### config.mk
export PLATFORM = sky130hd
export DESIGN_NAME = scsi_async_xfer
export DESIGN_NICKNAME = d
export VERILOG_FILES = /design/src/rtl/scsi_xfer_pkg.sv /design/src/rtl/scsi_xfer_sync.sv /design/src/rtl/scsi_xfer_timer.sv /design/src/rtl/scsi_xfer_fsm.sv /design/src/rtl/scsi_async_xfer.sv
export SDC_FILE = /design/constraint.sdc
export NUM_CORES = 1
export LEC_CHECK = 0
export BUFFER_PORTS_ARGS = -buffer_cell sky130_fd_sc_hd__buf_2
export CAP_MARGIN = 10
export CORE_ASPECT_RATIO = 0.75
export CORE_MARGIN = 1
export CORE_UTILIZATION = 56
export CTS_BUF_LIST = sky130_fd_sc_hd__clkbuf_4 sky130_fd_sc_hd__clkbuf_8
export CTS_CLUSTER_SIZE = 10
export DETAILED_ROUTE_END_ITERATION = 10
export HOLD_SLACK_MARGIN = 0.06
export PLACE_DENSITY = 0.91
export SKIP_CTS_REPAIR_TIMING = 1
export SYNTH_ARGS = -nofsm -noshare
export SYNTH_HDL_FRONTEND = slang
export SYNTH_HIERARCHICAL = 1
export SYNTH_SLANG_ARGS = --single-unit
### constraint.sdc
create_clock -name clk -period 3.4 [get_ports clk]
set_clock_uncertainty 0.2 [all_clocks]
set_input_delay 0 -clock clk [delete_from_list [all_inputs] [get_ports clk]]
set_output_delay 0 -clock clk [all_outputs]
set_load 0.02 [all_outputs]
### src/rtl/scsi_xfer_pkg.sv
package scsi_xfer_pkg;

    typedef enum logic [3:0] {
        ST_IDLE,
        ST_TX_WAIT,
        ST_TX_SETUP,
        ST_TX_REQ,
        ST_TX_RELEASE,
        ST_RX_REQ,
        ST_RX_SETTLE,
        ST_RX_RELEASE,
        ST_DONE
    } xfer_state_t;

    // Parity bit that makes data plus parity hold an odd count of ones
    function automatic logic odd_par_bit(input logic [7:0] d);
        return ~(^d);
    endfunction

    // True when data plus parity hold an odd count of ones
    function automatic logic odd_par_ok(input logic [7:0] d, input logic p);
        return ^{d, p};
    endfunction

endpackage

### src/rtl/scsi_xfer_sync.sv
module scsi_xfer_sync #(
    parameter int STAGES = 2
) (
    input  logic clk,
    input  logic rst_n,
    input  logic d,
    output logic q
);
    logic [STAGES-1:0] chain;

    generate
        if (STAGES == 1) begin : g_one
            always_ff @(posedge clk or negedge rst_n) begin
                if (!rst_n) chain <= '0;
                else        chain <= d;
            end
        end else begin : g_many
            always_ff @(posedge clk or negedge rst_n) begin
                if (!rst_n) chain <= '0;
                else        chain <= {chain[STAGES-2:0], d};
            end
        end
    endgenerate

    assign q = chain[STAGES-1];
endmodule

### src/rtl/scsi_xfer_timer.sv
module scsi_xfer_timer #(
    parameter int W = 4
) (
    input  logic         clk,
    input  logic         rst_n,
    input  logic         load,
    input  logic [W-1:0] load_val,
    output logic         expired
);
    logic [W-1:0] cnt;

    always_ff @(posedge clk or negedge rst_n) begin
        if (!rst_n)            cnt <= '0;
        else if (load)         cnt <= load_val;
        else if (cnt != '0)    cnt <= cnt - 1'b1;
    end

    assign expired = (cnt == '0);
endmodule

### src/rtl/scsi_xfer_fsm.sv
module scsi_xfer_fsm
    import scsi_xfer_pkg::*;
#(
    parameter int CNT_W      = 16,
    parameter int SETUP_CYC  = 10,
    parameter int SETTLE_CYC = 10,
    parameter int TMR_W      = 4
) (
    input  logic             clk,
    input  logic             rst_n,
    input  logic             start,
    input  logic             dir_tx,
    input  logic [CNT_W-1:0] xfer_count,
    input  logic             bus_reset,
    input  logic [7:0]       tx_data,
    input  logic             tx_valid,
    output logic             tx_ready,
    input  logic             ack,
    input  logic [7:0]       bus_data,
    input  logic             bus_par,
    output logic [7:0]       rx_data,
    output logic             rx_valid,
    output logic             parity_err,
    output logic             busy,
    output logic             done,
    output logic [7:0]       drv_data,
    output logic             drv_par,
    output logic             drv_oe,
    output logic             drv_req,
    output logic             tmr_load,
    output logic [TMR_W-1:0] tmr_val,
    input  logic             tmr_expired
);
    localparam logic [TMR_W-1:0] SETUP_LOAD  = TMR_W'(SETUP_CYC - 1);
    localparam logic [TMR_W-1:0] SETTLE_LOAD = TMR_W'(SETTLE_CYC - 1);

    xfer_state_t state, state_nx;
    logic [CNT_W-1:0] remaining;
    logic [7:0]       tx_byte;
    logic             last_byte;
    logic             byte_end;
    logic             rx_take;

    assign last_byte = (remaining == CNT_W'(1));

    // state register
    always_ff @(posedge clk or negedge rst_n) begin
        if (!rst_n) state <= ST_IDLE;
        else        state <= state_nx;
    end

    // next state
    always_comb begin
        state_nx = state;
        unique case (state)
            ST_IDLE: if (start) begin
                if (bus_reset || xfer_count == '0) state_nx = ST_DONE;
                else if (dir_tx)                   state_nx = ST_TX_WAIT;
                else                               state_nx = ST_RX_REQ;
            end
            ST_TX_WAIT:    if (bus_reset) state_nx = ST_DONE;
                           else if (tx_valid) state_nx = ST_TX_SETUP;
            ST_TX_SETUP:   if (bus_reset) state_nx = ST_DONE;
                           else if (tmr_expired) state_nx = ST_TX_REQ;
            ST_TX_REQ:     if (bus_reset) state_nx = ST_DONE;
                           else if (ack) state_nx = ST_TX_RELEASE;
            ST_TX_RELEASE: if (bus_reset) state_nx = ST_DONE;
                           else if (!ack) state_nx = last_byte ? ST_DONE : ST_TX_WAIT;
            ST_RX_REQ:     if (bus_reset) state_nx = ST_DONE;
                           else if (ack) state_nx = ST_RX_SETTLE;
            ST_RX_SETTLE:  if (bus_reset) state_nx = ST_DONE;
                           else if (tmr_expired) state_nx = ST_RX_RELEASE;
            ST_RX_RELEASE: if (bus_reset) state_nx = ST_DONE;
                           else if (!ack) state_nx = last_byte ? ST_DONE : ST_RX_REQ;
            ST_DONE:       state_nx = ST_IDLE;
            default:       state_nx = ST_IDLE;
        endcase
    end

    // outputs
    always_comb begin
        tx_ready = 1'b0;
        drv_oe   = 1'b0;
        drv_req  = 1'b0;
        tmr_load = 1'b0;
        tmr_val  = SETUP_LOAD;
        byte_end = 1'b0;
        rx_take  = 1'b0;
        unique case (state)
            ST_TX_WAIT: begin
                tx_ready = !bus_reset;
                tmr_load = tx_valid && !bus_reset;
            end
            ST_TX_SETUP:   drv_oe = 1'b1;
            ST_TX_REQ: begin
                drv_oe  = 1'b1;
                drv_req = 1'b1;
            end
            ST_TX_RELEASE: byte_end = !bus_reset && !ack;
            ST_RX_REQ: begin
                drv_req  = 1'b1;
                tmr_load = ack && !bus_reset;
                tmr_val  = SETTLE_LOAD;
            end
            ST_RX_SETTLE: begin
                drv_req = 1'b1;
                rx_take = tmr_expired && !bus_reset;
            end
            ST_RX_RELEASE: byte_end = !bus_reset && !ack;
            default: ;
        endcase
        busy     = (state != ST_IDLE);
        done     = (state == ST_DONE);
        drv_data = tx_byte;
        drv_par  = odd_par_bit(tx_byte);
    end

    // data registers
    always_ff @(posedge clk or negedge rst_n) begin
        if (!rst_n) begin
            remaining  <= '0;
            tx_byte    <= '0;
            rx_data    <= '0;
            rx_valid   <= 1'b0;
            parity_err <= 1'b0;
        end else begin
            rx_valid <= 1'b0;
            if (state == ST_IDLE && start) begin
                remaining <= xfer_count;
                if (!dir_tx) parity_err <= 1'b0;
            end
            if (tx_ready && tx_valid) tx_byte <= tx_data;
            if (rx_take) begin
                rx_data  <= bus_data;
                rx_valid <= 1'b1;
                if (!odd_par_ok(bus_data, bus_par)) parity_err <= 1'b1;
            end
            if (byte_end) remaining <= remaining - 1'b1;
        end
    end
endmodule

### src/rtl/scsi_async_xfer.sv
module scsi_async_xfer #(
    parameter int CNT_W       = 16,
    parameter int SETUP_CYC   = 10,
    parameter int SETTLE_CYC  = 10,
    parameter int SYNC_STAGES = 2
) (
    input  logic             clk,
    input  logic             rst_n,
    input  logic             start,
    input  logic             dir_tx,
    input  logic [CNT_W-1:0] xfer_count,
    input  logic             bus_reset,
    input  logic [7:0]       tx_data,
    input  logic             tx_valid,
    output logic             tx_ready,
    output logic [7:0]       rx_data,
    output logic             rx_valid,
    output logic             parity_err,
    output logic             busy,
    output logic             done,
    output logic [7:0]       db_out_n,
    output logic             dbp_out_n,
    output logic             db_oe,
    output logic             req_n,
    input  logic [7:0]       db_in_n,
    input  logic             dbp_in_n,
    input  logic             ack_n
);
    localparam int TMR_MAX = (SETUP_CYC > SETTLE_CYC) ? SETUP_CYC : SETTLE_CYC;
    localparam int TMR_W   = $clog2(TMR_MAX + 1);

    logic             ack_s;
    logic             tmr_load, tmr_expired;
    logic [TMR_W-1:0] tmr_val;
    logic [7:0]       drv_data;
    logic             drv_par, drv_oe, drv_req;

    scsi_xfer_sync #(.STAGES(SYNC_STAGES)) u_ack_sync (
        .clk(clk), .rst_n(rst_n), .d(~ack_n), .q(ack_s)
    );

    scsi_xfer_timer #(.W(TMR_W)) u_timer (
        .clk(clk), .rst_n(rst_n), .load(tmr_load), .load_val(tmr_val),
        .expired(tmr_expired)
    );

    scsi_xfer_fsm #(
        .CNT_W(CNT_W), .SETUP_CYC(SETUP_CYC), .SETTLE_CYC(SETTLE_CYC), .TMR_W(TMR_W)
    ) u_fsm (
        .clk(clk), .rst_n(rst_n), .start(start), .dir_tx(dir_tx),
        .xfer_count(xfer_count), .bus_reset(bus_reset),
        .tx_data(tx_data), .tx_valid(tx_valid), .tx_ready(tx_ready),
        .ack(ack_s), .bus_data(~db_in_n), .bus_par(~dbp_in_n),
        .rx_data(rx_data), .rx_valid(rx_valid), .parity_err(parity_err),
        .busy(busy), .done(done),
        .drv_data(drv_data), .drv_par(drv_par), .drv_oe(drv_oe), .drv_req(drv_req),
        .tmr_load(tmr_load), .tmr_val(tmr_val), .tmr_expired(tmr_expired)
    );

    // registered, inverted bus pins
    always_ff @(posedge clk or negedge rst_n) begin
        if (!rst_n) begin
            req_n     <= 1'b1;
            db_oe     <= 1'b0;
            db_out_n  <= '1;
            dbp_out_n <= 1'b1;
        end else begin
            req_n     <= ~drv_req;
            db_oe     <= drv_oe;
            db_out_n  <= drv_oe ? ~drv_data : 8'hFF;
            dbp_out_n <= drv_oe ? ~drv_par  : 1'b1;
        end
    end
endmodule

After elaboration in Yosys (flattened, before gate mapping)
Cells that the tools add are included.

operators by class
  bitwise operators = 5
  $add $sub $neg = 2
  reductions and logical operators = 22
  muxes and demuxes = 37
  eq/ne operators = 17

operator list
  kind                     count
  $mux W4                  20
  $mux W16                 2
  $pmux W4 S8              1
  $eq A16 B1 Y1 const B    1
  $eq A4 B3 Y1 const B     4
  $logic_not A16 Y1        1
  $not A8 Y8               2
  $sub A16 B1 Y16 const B  1
  $ne A3 B3 Y1 const B     5
  $mux W1                  11
  $reduce_xor A9 Y1        1
  $eq A4 B2 Y1 const B     2
  $logic_not A4 Y1         2
  $mux W8                  1
  $reduce_and A8 Y1        1
  $reduce_bool A4 Y1       2
  $reduce_xor A8 Y1        1
  $logic_and A1 B1 Y1      6
  $ne A3 B2 Y1 const B     2
  $eq A4 B1 Y1 const B     1
  $eq A4 B4 Y1 const B     1
  $reduce_bool A2 Y1       2
  $reduce_or A2 Y1         2
  $sub A4 B1 Y4 const B    1
  other kinds (7)          10

storage, ports and cells
  register bits after elaboration = 55
  output and inout port bits = 24

Depth between registers and ports, before layout
  word-level depth = 5
  mapped depth = 7
  mapped depth without buffers = 7

By module
Netlist, hierarchy kept.

modules (own cells, without submodules)
  module           area an instance (µm²)  cells each  times used
  scsi_xfer_fsm    2,258.4                 225         1
  scsi_async_xfer  374.1                   32          1
  scsi_xfer_timer  232.7                   23          1
  scsi_xfer_sync   50.0                    2           1

Worst setup path before layout
No wires, ideal clock.

  kind = register to register
  from = register u_fsm.state[0]
  to = register u_fsm.tx_byte[0] (netlist: u_fsm/drv_data[0])
  path buffers = 1
  period minus slack after synthesis = 2,518 ps
  data required time = 3,075 ps
  slack = 882 ps
  arrival = 2,193 ps
  cell stages (with the launch flop) = 6
  cells stage by stage = dfrtp_1 > clkbuf_1 > nand2b_1 > nor4_1 > nand2_1 > mux2_2

between the ends
  cells in the longest elaborated chain, start to end = 3

ends and longest elaborated chain
  element                   line                   text
  start: declaration        scsi_xfer_fsm.sv:37    xfer_state_t state, state_nx;
  start signal: assignment  scsi_xfer_fsm.sv:49    else state <= state_nx;
  $eq A4 B1 Y1              scsi_xfer_fsm.sv:89    unique case (state)
  $mux W1                   scsi_xfer_fsm.sv:89
  via tx_ready              scsi_async_xfer.sv:15  output logic tx_ready,
  $logic_and A1 B1 Y1       scsi_xfer_fsm.sv:132   if (tx_ready && tx_valid) tx_byte <= tx_data;
  end signal: assignment    scsi_xfer_fsm.sv:132
  end: declaration          scsi_xfer_fsm.sv:39    logic [7:0] tx_byte;

The timed path passes the listed nets, and every way through them passes these cells.
A chain may end at the register's enable or synchronous reset.

Worst setup path after layout
  from = register u_fsm.state[2]
  to = register u_fsm.remaining[8]

between the ends
  cells in the longest elaborated chain, start to end = 4

ends and longest elaborated chain
  element                                                line                  text
  $eq A4 B3 Y1                                           scsi_xfer_fsm.sv:89
  $reduce_or A2 Y1 (no line)                             n/a
  $mux W1                                                n/a
  $mux W16 / $reduce_bool A2 Y1 (equally long branches)  n/a
  end signal: assignment                                 scsi_xfer_fsm.sv:129  remaining <= xfer_count;
  end signal: assignment                                 scsi_xfer_fsm.sv:138  if (byte_end) remaining <= remaining - 1'b1;
  end: declaration                                       scsi_xfer_fsm.sv:38   logic [CNT_W-1:0] remaining;

Several ways; a longest one is shown, not always the timed one.

==> metrics.yaml <==
clock_network:
  cts_max_level: 2
  cts_root_buf: "clkbuf_8"
  cts_sinks: 55
  cts_buffer_depth: 2
  cts_tree: "yes"
  path_clk_slew_ns: 0.11
  clkLatencyLatePin_ns: 0.32
  cts_buffers: 5
yosys:
  synth_most_common_cell: "dfrtp_1"
  synth_warnings: 6
  synthAdderAreaFrac_pct: 1.29
  netlist_area_mm2: 0.00292
  synth_simple_gate_area_share_pct: 20.4
  synth_compound_area_share_pct: 11.0
  ys_seq_area_share_pct: 47.6
  ys_top_cells_by_count: "dfrtp_1, nand2_1, inv_1, mux2_2, xnor2_1"
  synth_cells: 282
  synth_top_area_cell: "dfrtp_1"
  synth_top_area_share_pct: 38.6
  synth_cell_types: 59
  synth_top_family_by_area: "simple AND/OR/NAND/NOR gates"
  synth.area.top_cells: "dfrtp_1, dfstp_2, mux2_2"
  synth_ff_type: "dfrtp_1"
  synth_seq_cells: 55
  synthXorXnorAreaFrac_pct: 5.71
  synth_area_per_cell_um2: 10.3
  async_reset_ff_share_pct: 100
  synth_edf_count: 0
  muxShareOfSynthArea_pct: 7.98
sta:
  setup_tns_ns: 0
  fmax_mhz: 372
  finalCritPeriodShare_pct: 79.0
  rsz0062_at_grt: "no"
  max_slew_margin_pct: 57.1
  period_needed_ns: 2.69
  maxSlewViolCount: 0
  finalSetupViolations: 0
  worst_pin_slew_ns: 0.642
  hold_viol: 0
  setup_slack_ns: 0.713
pwr:
  p_switching_mw: 1.11
  power_leakage_nw: 1.68
  share_comb_of_total_power_pct: 42.4
  power.density_cell_area_mw_per_mm2: 715
  sequentialPowerShare_pct: 42.6
  power.clock.fraction_pct: 15.0
  internal_power_mw: 1.55
  vdd_drop_max_uv: 408
  p_total_mw: 2.66
  switching_share_pct: 41.8
die:
  rows: 22
  initial_core_util_pct: 58.8
  die_x_um: 85.3
  die_area_mm2: 0.00550
  die_h_um: 64.5
  io_pins: 64
  core_mm2: 0.00495
final_layout:
  stdcell_count: 436
  syn2layout_area_growth_pct: 27.7
  fin_nets: 418
  drive_gt1_share_pct: 30.6
  insertedDiodeCount: 0
hold_path:
  hold_path_class: "primary input to register"
  min_path_cells: 4
  min_from: "start"
  hold_end: "u_fsm/state[2]"
worst_setup_path:
  cp.arrival_ns: 2.75
  r2r_end: "u_fsm/remaining[8]"
  startpoint_type: "register"
  path_cells: "inv_1 > nor3_4 > nand2b_1 > or4_2 > nand3_1"
  rrSetupSlack_ns: 0.71
  cp_slowest_stage_delay_ns: 0.70
  path_buf_inv: 1
  worstRegToRegCells: 5
  end_kind: "register"
  path_class: "register to register"
  cp_max_fo: 15
  cp_slowest_cell: "dfrtp_1"
  cp.required_ns: 3.46
  r2r-start: "u_fsm/state[2]"
  crit_family: "simple AND/OR/NAND/NOR gates"
job:
  cap_violations: 0
global_routing:
  grt_pass1_vias: 2396
  gr-total-overflow: 0
  grt_pass1_wl_mm: 10.8
  antenna_found_initial: 0
  grt.total_usage_pct: 25.5
  grt_max_degree: 33
drt:
  drtAntennaViolNets: 0
  vias: 2701
  wl_per_cell_um: 19.3
  first_pass_iters: 7
  viasPerCell: 6.19
  drc: 0
  wirelength_mm: 8.40
  drtIter0Drc: 467
placed_design:
  dp.cells: 390
  post-dp-hpwl_mm: 4.76
  io_buffers: 63
  gp_congestion: 0.909
  dp_slack_ns: 0.925
run_status:
  status: "finished, final reports clean"
[cell type report]
cell class,count,area [um^2]
Sequential cell,55,1390
Multi-Input combinational cell,192,1370
Fill cell,286,1230
Timing Repair Buffer,103,721
Tap cell,60,75.1
Clock buffer,5,68.8
Inverter,18,67.6
Clock inverter,3,33.8
[routing by layer]
layer  global-route usage [%]  up-vias  routed length [um]
met5                        0        -                   0
met3                     7.13       55                 822
met2                     41.7      222                4120
li1                         -     1181                   -
met4                     10.8        0                 347
met1                     32.3     1243                3110
[cells in the final DEF, fill, tap and decap left out, types with 3 or more instances in the layout]
master	n
mux2i_1	3
dfrtp_1	45
nand2b_1	4
clkbuf_8	5
xnor2_1	14
o21ai_0	8
nand2_1	31
nor2_1	12
nand3_1	7
and3_1	5
ha_1	3
inv_1	18
mux2_2	18
buf_2	63
nor3_1	6
xor2_1	5
nor4_1	10
dfstp_2	10
nor2b_1	4
o211ai_1	8
o311ai_0	5
dlygate4sd3_1	37
a21oi_1	3
conb_1	4
or3_1	3
[metrics by stage]
step	utilization (%)	cell area [um^2]	hold WS, ns
2_1_floorplan	-	2920	-0.496
3_5_place_dp	65.2	3230	-0.197
3_3_place_gp	65.2	3230	-0.199
6_report	75.2	3720	0.0994
5_1_grt	75.2	3720	0.125
4_1_cts	67.3	3330	-0.550
[tightest hold or removal path, cell delays in order]
cell and delay (ns):
buf_2 0.11, nor2_1 0.20, a2111oi_2 0.11, mux2i_1 0.15
[power groups by stage]
stage / logic [mW] / clock network (mW) / registers, mW
6_report: 1.13 / 0.398 / 1.14
5_1_grt: 1.23 / 0.424 / 1.17
4_1_cts: 1.04 / 0.397 / 1.11
3_5_place_dp: 1.03 / 0 / 1.12
3_3_place_gp: 0.991 / 0 / 1.11
2_1_floorplan: 0.809 / 0 / 1.09
[worst max-delay path by stage]
stage                            start             endpoint  slack (ns)  cells after the start
finish                  u_fsm/state[2]   u_fsm/remaining[8]        0.71                      5
global route            u_fsm/state[2]   u_fsm/remaining[8]        0.68                      5
CTS                     u_fsm/state[2]  u_fsm/remaining[13]        0.88                      5
detailed placement  u_fsm/remaining[5]  u_fsm/remaining[13]        0.93                      5
global placement    u_fsm/remaining[5]  u_fsm/remaining[13]        0.96                      5
floorplan               u_fsm/state[0]    u_fsm/drv_data[0]        0.88                      5
[flip-flops by register name (all words and copies together), names as in the netlist]
| register | flops |
|---|---|
| u_fsm/drv_data | 8 |
| dbp_out_n | 1 |
| db_oe | 1 |
| u_fsm/state | 4 |
| u_ack_sync/chain | 2 |
| u_timer/cnt | 4 |
| u_fsm/parity_err | 1 |
| u_fsm/rx_data | 8 |
| req_n | 1 |
| u_fsm/remaining | 16 |
| u_fsm/rx_valid | 1 |
| db_out_n | 8 |
[cells by family (layout without fill, tap and decap cells)]
family | Yosys count | in the layout
and+or+nand+nor | 103 | 103
AOI/OAI and AO/OA | 42 | 42
DFF | 55 | 55
buffers and inverters | 37 | 129
other | 2 | 4
muxes | 21 | 21
xor gates and xnor gates | 19 | 19
adders and majority gates | 3 | 3
(Power assumes the default switching activity.)
